**src/rtl/bdp_pkg.sv**
```systemverilog
package bdp_pkg;
    localparam int BSR_OUT_EN = 6;
    localparam int BSR_IN_EN  = 4;
    localparam int ST_OBF     = 7;
    localparam int ST_OUT_EN  = 6;
    localparam int ST_IBF     = 5;
    localparam int ST_IN_EN   = 4;
    localparam int ST_REQ     = 3;
    localparam int ST_W       = 8;
    localparam int SEL_W      = 3;
endpackage

```
**src/rtl/bdp_sync.sv**
```systemverilog
module bdp_sync #(
    parameter int W = 1,
    parameter int STAGES = 2,
    parameter logic [W-1:0] RST_VAL = '0
) (
    input  logic         clk,
    input  logic         rst_n,
    input  logic [W-1:0] async_i,
    output logic [W-1:0] sync_o
);
    logic [W-1:0] chain_q [STAGES];

    for (genvar i = 0; i < STAGES; i++) begin : g_stage
        logic [W-1:0] stage_d;
        if (i == 0) begin : g_first
            assign stage_d = async_i;
        end else begin : g_next
            assign stage_d = chain_q[i-1];
        end
        always_ff @(posedge clk or negedge rst_n) begin
            if (!rst_n) chain_q[i] <= RST_VAL;
            else        chain_q[i] <= stage_d;
        end
    end

    assign sync_o = chain_q[STAGES-1];
endmodule

```
**src/rtl/bdp_out_chan.sv**
```systemverilog
module bdp_out_chan #(
    parameter int DW = 8
) (
    input  logic          clk,
    input  logic          rst_n,
    input  logic          wr,
    input  logic [DW-1:0] wdata,
    input  logic          ack_s_n,
    input  logic          enable,
    output logic [DW-1:0] latch,
    output logic          full_n,
    output logic          req
);
    typedef struct packed {
        logic          ack_prev;
        logic [DW-1:0] data;
        logic          full_n;
        logic          pend;
    } out_state_t;

    out_state_t st_d, st_q;
    logic ack_fall, ack_rise;

    always_comb begin
        ack_fall = st_q.ack_prev & ~ack_s_n;
        ack_rise = ~st_q.ack_prev & ack_s_n;
        st_d = st_q;
        st_d.ack_prev = ack_s_n;
        if (wr) begin
            st_d.data   = wdata;
            st_d.full_n = 1'b0;
            st_d.pend   = 1'b0;
        end else begin
            if (ack_fall) st_d.full_n = 1'b1;
            if (ack_rise && st_q.full_n) st_d.pend = 1'b1;
        end
    end

    always_ff @(posedge clk or negedge rst_n) begin
        if (!rst_n) begin
            st_q.ack_prev <= 1'b1;
            st_q.data     <= '0;
            st_q.full_n   <= 1'b1;
            st_q.pend     <= 1'b0;
        end else begin
            st_q <= st_d;
        end
    end

    assign latch  = st_q.data;
    assign full_n = st_q.full_n;
    assign req    = st_q.pend & enable;

    p_full_after_write_r3: assert property (@(posedge clk) disable iff (!rst_n)
        wr |=> !full_n);
    p_write_clears_event_r5: assert property (@(posedge clk) disable iff (!rst_n)
        wr |=> !req);
    p_release_on_ack_r3: assert property (@(posedge clk) disable iff (!rst_n)
        (ack_fall && !wr) |=> full_n);
endmodule

```
**src/rtl/bdp_in_chan.sv**
```systemverilog
module bdp_in_chan #(
    parameter int DW = 8
) (
    input  logic          clk,
    input  logic          rst_n,
    input  logic          rd,
    input  logic          stb_s_n,
    input  logic [DW-1:0] pin_s,
    input  logic          enable,
    output logic [DW-1:0] latch,
    output logic          full,
    output logic          req
);
    typedef struct packed {
        logic          stb_prev;
        logic [DW-1:0] data;
        logic          full;
        logic          pend;
    } in_state_t;

    in_state_t st_d, st_q;
    logic stb_fall, stb_rise;

    always_comb begin
        stb_fall = st_q.stb_prev & ~stb_s_n;
        stb_rise = ~st_q.stb_prev & stb_s_n;
        st_d = st_q;
        st_d.stb_prev = stb_s_n;
        if (!stb_s_n) st_d.data = pin_s;
        if (stb_fall) begin
            st_d.full = 1'b1;
        end else if (rd) begin
            st_d.full = 1'b0;
        end
        if (rd) begin
            st_d.pend = 1'b0;
        end else if (stb_rise && st_q.full) begin
            st_d.pend = 1'b1;
        end
    end

    always_ff @(posedge clk or negedge rst_n) begin
        if (!rst_n) begin
            st_q.stb_prev <= 1'b1;
            st_q.data     <= '0;
            st_q.full     <= 1'b0;
            st_q.pend     <= 1'b0;
        end else begin
            st_q <= st_d;
        end
    end

    assign latch = st_q.data;
    assign full  = st_q.full;
    assign req   = st_q.pend & enable;

    p_full_on_strobe_r4: assert property (@(posedge clk) disable iff (!rst_n)
        stb_fall |=> full);
    p_read_empties_r4: assert property (@(posedge clk) disable iff (!rst_n)
        (rd && !stb_fall) |=> !full);
    p_read_clears_event_r6: assert property (@(posedge clk) disable iff (!rst_n)
        rd |=> !req);
endmodule

```
**src/rtl/bdp_port.sv**
```systemverilog
module bdp_port
    import bdp_pkg::*;
#(
    parameter int DW = 8,
    parameter int SYNC_STAGES = 2
) (
    input  logic             clk,
    input  logic             rst_n,
    input  logic             cpu_wr,
    input  logic [DW-1:0]    cpu_wdata,
    input  logic             cpu_rd,
    output logic [DW-1:0]    cpu_rdata,
    input  logic             bsr_wr,
    input  logic [SEL_W-1:0] bsr_sel,
    input  logic             bsr_val,
    output logic [ST_W-1:0]  status,
    input  logic [DW-1:0]    pin_in,
    output logic [DW-1:0]    pin_out,
    output logic             pin_oe,
    input  logic             stb_n,
    input  logic             ack_n,
    output logic             obf_n,
    output logic             ibf,
    output logic             intr
);
    localparam int SW = DW + 2;

    typedef struct packed {
        logic out_en;
        logic in_en;
    } en_state_t;

    en_state_t en_d, en_q;
    logic [SW-1:0] sync_out;
    logic [DW-1:0] pin_s;
    logic          stb_s_n, ack_s_n;
    logic          out_req, in_req;

    bdp_sync #(
        .W(SW), .STAGES(SYNC_STAGES), .RST_VAL({2'b11, {DW{1'b0}}})
    ) u_sync (
        .clk(clk), .rst_n(rst_n),
        .async_i({ack_n, stb_n, pin_in}),
        .sync_o(sync_out)
    );

    assign pin_s   = sync_out[DW-1:0];
    assign stb_s_n = sync_out[DW];
    assign ack_s_n = sync_out[DW+1];

    always_comb begin
        en_d = en_q;
        if (bsr_wr) begin
            if (bsr_sel == SEL_W'(BSR_OUT_EN)) en_d.out_en = bsr_val;
            if (bsr_sel == SEL_W'(BSR_IN_EN))  en_d.in_en  = bsr_val;
        end
    end

    always_ff @(posedge clk or negedge rst_n) begin
        if (!rst_n) en_q <= '0;
        else        en_q <= en_d;
    end

    bdp_out_chan #(.DW(DW)) u_out (
        .clk(clk), .rst_n(rst_n),
        .wr(cpu_wr), .wdata(cpu_wdata),
        .ack_s_n(ack_s_n), .enable(en_q.out_en),
        .latch(pin_out), .full_n(obf_n), .req(out_req)
    );

    bdp_in_chan #(.DW(DW)) u_in (
        .clk(clk), .rst_n(rst_n),
        .rd(cpu_rd), .stb_s_n(stb_s_n), .pin_s(pin_s),
        .enable(en_q.in_en),
        .latch(cpu_rdata), .full(ibf), .req(in_req)
    );

    assign pin_oe = ~ack_s_n;
    assign intr   = out_req | in_req;

    always_comb begin
        status            = '0;
        status[ST_OBF]    = obf_n;
        status[ST_OUT_EN] = en_q.out_en;
        status[ST_IBF]    = ibf;
        status[ST_IN_EN]  = en_q.in_en;
        status[ST_REQ]    = intr;
    end

    p_request_gated_r8: assert property (@(posedge clk) disable iff (!rst_n)
        intr |-> (en_q.out_en || en_q.in_en));
    p_other_index_ignored_r7: assert property (@(posedge clk) disable iff (!rst_n)
        (bsr_wr && bsr_sel != SEL_W'(BSR_OUT_EN) && bsr_sel != SEL_W'(BSR_IN_EN))
        |=> (en_q == $past(en_q)));
    p_write_no_drive_r2: assert property (@(posedge clk) disable iff (!rst_n)
        (cpu_wr && ack_n && ack_s_n && $past(ack_n)) |=> !pin_oe);
endmodule

```
**config.mk**
```make
export PLATFORM = sky130hd
export DESIGN_NAME = bdp_port
export DESIGN_NICKNAME = d
export VERILOG_FILES = /design/src/rtl/bdp_pkg.sv /design/src/rtl/bdp_sync.sv /design/src/rtl/bdp_out_chan.sv /design/src/rtl/bdp_in_chan.sv /design/src/rtl/bdp_port.sv
export SDC_FILE = /design/constraint.sdc
export NUM_CORES = 1
export LEC_CHECK = 0
export ABC_CLOCK_PERIOD_IN_PS = 1370
export BUFFER_PORTS_ARGS = -buffer_cell sky130_fd_sc_hd__clkbuf_2
export CORE_ASPECT_RATIO = 1.25
export CORE_MARGIN = 2
export CORE_UTILIZATION = 51
export CTS_BUF_LIST = sky130_fd_sc_hd__clkbuf_4 sky130_fd_sc_hd__clkbuf_8
export DETAILED_ROUTE_END_ITERATION = 12
export PLACE_DENSITY_LB_ADDON = 0.2
export SETUP_SLACK_MARGIN = 0.2
export SYNTH_ARGS = -nofsm -noshare
export SYNTH_HDL_FRONTEND = slang
export SYNTH_SLANG_ARGS = --single-unit
export TNS_END_PERCENT = 1
```
**constraint.sdc**
```tcl
create_clock -name clk -period 1.37 [get_ports clk]
set_input_delay 0.2055 -clock clk [delete_from_list [all_inputs] [get_ports clk]]
set_output_delay 0.2055 -clock clk [all_outputs]
set_load 0.03 [all_outputs]
```
Word level (Yosys, flattened, before mapping)

Index checks and enable logic that the tools add are counted.

Output and inout port bits: 28
Word-level logic and storage cells: 40
Input port bits: 27
Register bits after elaboration: 44

Equality and inequality tests: 2
Muxes and demuxes: 7
Bitwise operators: 11
Reduce and logical (&&, ||, !) cells: 8

Operators by type and width:

| kind                 | number |
|---|---|
| $reduce_bool A2 Y1   | 4 |
| $and A1 B1 Y1        | 6 |
| $eq A3 B3 Y1 const B | 2 |
| $mux W1              | 6 |
| $not A1 Y1           | 4 |
| $reduce_and A2 Y1    | 2 |
| $logic_and A1 B1 Y1  | 2 |
| $mux W2              | 1 |
| $or A1 B1 Y1         | 1 |

Longest topological paths before layout

Depth after elaboration: 5
Depth in mapped cells: 3
Gate-level depth less buffers: 2

Cells and area by module

Synthesis repeated with hierarchy kept, for this count alone.

Cells, all modules: 105
Area, all modules: 1672.9 um2

Modules (own cells, without submodules):

| module       | cells an instance | seq. area each (um2) | times used | area each (um2) |
|---|---|---|---|---|
| bdp_out_chan | 35                | 277.8                | 1          | 506.7 |
| bdp_sync     | 20                | 505.5                | 1          | 505.5 |
| bdp_in_chan  | 35                | 276.5                | 1          | 504.2 |
| bdp_port     | 15                | 50.0                 | 1          | 156.4 |

Least setup slack after synthesis

No wires, ideal clock.

Path kind: flip-flop to flip-flop
Start: register u_sync.chain_q (netlist bit u_sync.sync_o[8])
End: register u_in.st_q (netlist bit u_in.latch[0])
Data arrival time: 1.030 ns
Setup slack: 0.215 ns
Stages on the path, launching flop included: 3
Library setup time: 0.125 ns
Cells stage by stage: dfstp_2 buf_2 mux2_2

RTL lines:

| what                            | RTL line          | source |
|---|---|---|
| start, declared                 | bdp_sync.sv:11    | `logic [W-1:0] chain_q [STAGES];` |
| start signal, assigned by index | bdp_sync.sv:22    | `else chain_q[i] <= stage_d;` |
| end signal, assigned            | bdp_in_chan.sv:49 | `st_q <= st_d;` |
| end, declared                   | bdp_in_chan.sv:21 | `in_state_t st_d, st_q;` |

No word-level cell between the ends.

Final worst setup path

Start: register en_q (netlist bit status[6])
End: output status[3]

Word-level cells in the longest chain between the ends: 2

RTL lines:

| what                   | RTL line           | source |
|---|---|---|
| start, declared        | bdp_port.sv:33     | `en_state_t en_d, en_q;` |
| start signal, assigned | bdp_port.sv:61     | `else en_q <= en_d;` |
| $and A1 B1 Y1          | bdp_out_chan.sv:52 | `assign req = st_q.pend & enable;` |
| $or A1 B1 Y1           | bdp_port.sv:79     | `assign intr = out_req \| in_req;` |
| end, declared          | bdp_port.sv:16     | `output logic [ST_W-1:0] status,` |

No other way between the ends.

==> flow_summary.toml <==
[status]
outcome = "finished, violations left"
violations = "negative setup slack"

[clock_network]
clk_root_buffer_cell = "clkbuf_4"
tritoncts = "yes"
clock_latency_ns = 0.36
clockBufferDepth = 2
cts_max_level = 2
cts_num_sinks = 44
clk_pin_slew_ns = 0.12
numCtsBuffers = 5

[detailed_routing]
dr.first_iter.drc_count = 12
dr.pass1.iters = 2
via_count = 898
drt-total-wl_um = 2540
vias_per_cell = 4.73
ant_nets = 0
drc = 0
wl_per_cell_um = 13.4

[timing]
drv_slew = 0
fin_skew_ns = 0.00449
fmax_mhz = 715
finalCriticalPeriod_ns = 1.40
setup_slack_ns = -0.0280
setup_viol = 2
fin_crit_sh = 1.02
hold_viol = 0
setup_tns_ns = -0.0554
grt_setup_unrepaired = "true"

[yosys]
netlist_instances = 105
syn_area_um2 = 1610
avgSynthCellArea_um2 = 15.3
synth.distinct_cells = 15
yosys_warnings = 0
seq_area_frac_synth = 0.691
ys_ff_latch = 44

[global_routing]
grt_overflow = 0
antenna_found_initial = 0
grt_usage = 0.167
grt_max_degree = 45
grt_pass1_wl_um = 4010
grt_pass1_vias = 895

[power_and_ir_drop]
powerDensity_nw_per_um2 = 1260
ir_drop_v = 0.000977
p_leak_uw = 0.00102
power_uw = 2710

[floorplan]
initial_core_util = 0.540
die_area_um2 = 3620
fp-row-count = 22
die_w_um = 54.2
fp.dieH_um = 66.7
fp.coreArea_um2 = 2970
io_pins = 55

[setup_path]
cp.required_ns = 1.16
start_kind = "flip-flop"
path_class = "reg2out"
r2r_cells = 1
path_max_fanout = 2
crit_path_end_kind = "primary output"
crit_arrival_ns = 1.19

[placed_design]
post_dp_cell_area_um2 = 1740
place_congestion = 0.661
port_buffers = 51

[final_layout]
fin_util = 0.723
nNetsFinal = 180
final_cell_area_um2 = 2150
area_growth_pct = 33.8
drive_gt1_frac = 0.571
antennaDiodeCount = 0

[flow_run]
drv_cap = 0

[hold_path]
hold_class = "in2reg"
worstHoldPathCells = 2
==> metrics by stage <==
step,cells,setup WS [ns],hold WS [ns]
6_report,190,-0.0280,0.0695
5_1_grt,190,-0.0865,0.0314
4_1_cts,190,-0.0231,0.0513
3_5_place_dp,169,0.216,0.200
3_3_place_gp,169,0.246,0.192
2_1_floorplan,107,0.215,-0.0901
==> cells in the final DEF (no fill, tap or decap), types with 2 or more instances in the layout <==
cell	count
dfrtp_1	36
clkbuf_2	26
mux2_2	13
dlygate4sd3_1	12
buf_8	11
buf_6	10
dfstp_2	7
mux2_4	5
inv_1	5
clkbuf_4	5
a21oi_1	3
conb_1	3
clkbuf_8	3
buf_4	3
nand3b_1	2
clkinvlp_4	2
==> kinds of logic after synthesis <==
group | after synthesis | synth area share
AO/OA/AOI/OAI | 5 | 0.0187
buffers and inverters | 32 | 0.132
flip-flops | 44 | 0.691
multiplexers | 18 | 0.129
other | 1 | 0.00234
AND/OR/NAND/NOR | 5 | 0.0265
==> layer usage <==
layer,part of all wire,GRT usage,vias up
met1,0.35,0.176,448
met2,0.56,0.276,37
met3,0.076,0.0717,5
met5,0,0,-
li1,-,-,408
met4,0.020,0.0844,0
==> sequential cells by signal, indices dropped and copies added, names as in the netlist <==
name,count
u_in.latch,8
u_sync.g_stage.stage_d,10
u_out.latch,8
u_sync.sync_o,10
status,2
u_in.full,1
u_out.st_q,2
u_out.full_n,1
u_in.st_q,2
==> layout make-up <==
| cell class | count | area [µm²] |
|---|---|---|
| timing repair buffer | 65 | 598 |
| tap | 36 | 45.0 |
| clock inverter | 2 | 15.0 |
| multi-input combinational | 31 | 305 |
| inverter | 6 | 22.5 |
| fill | 204 | 825 |
| clock buffer | 6 | 51.3 |
| sequential | 44 | 1110 |
==> cells in the mapped netlist, drive strengths merged <==
cell type | count | area [µm²]
dfrtp | 37 | 926
buf | 26 | 190
mux2 | 18 | 206
dfstp | 7 | 184
inv | 6 | 22.5
a21oi | 3 | 15.0
nand3b | 2 | 15.0
a22o | 1 | 8.76
and4bb | 1 | 12.5
conb | 1 | 3.75
nand2b | 1 | 6.26
nand4b | 1 | 8.76
o22ai | 1 | 6.26
==> worst max-delay path, stage by stage, from the launching register on <==
cell,delay (ns)
dfrtp_1,0.41
a22o_1,0.26
clkbuf_8,0.17
==> where the power goes <==
part	total, µW	internal, µW	switching [µW]
Sequential	1480	1410	74.7
Clock	660	249	411
Combinational	564	295	269
Total	2710	1950	754
==> path summary, 6_finish.rpt <==
path | startpoint | endpoint | slack [ns]
worst min register to register | u_sync.g_stage[1].stage_d[0]$_DFF_PN0_ | u_sync.sync_o[0]$_DFF_PN0_ | 0.36
worst max register to register | u_sync.sync_o[8]$_DFF_PN1_ | u_in.latch[3]$_DFFE_PN0N_ | 0.19
min in group asynchronous | rst_n | u_sync.g_stage[1].stage_d[3]$_DFF_PN0_ | 0.34
max in group asynchronous | rst_n | u_out.full_n$_DFFE_PN1P_ | 0.76
worst max-delay path | status[6]$_DFFE_PN0P_ | status[3] | -0.03
worst min-delay path | cpu_wdata[3] | u_out.latch[3]$_DFFE_PN0P_ | 0.07
==> timing repair <==
item,in CTS,in global routing
hold buffers,12,0
setup buffers,1,0
endpoints found under the hold margin,48,0
setup endpoints to repair,12,29
gates resized for setup,27,62
pin swaps,1,0
Power figures use the tool's default switching activity.
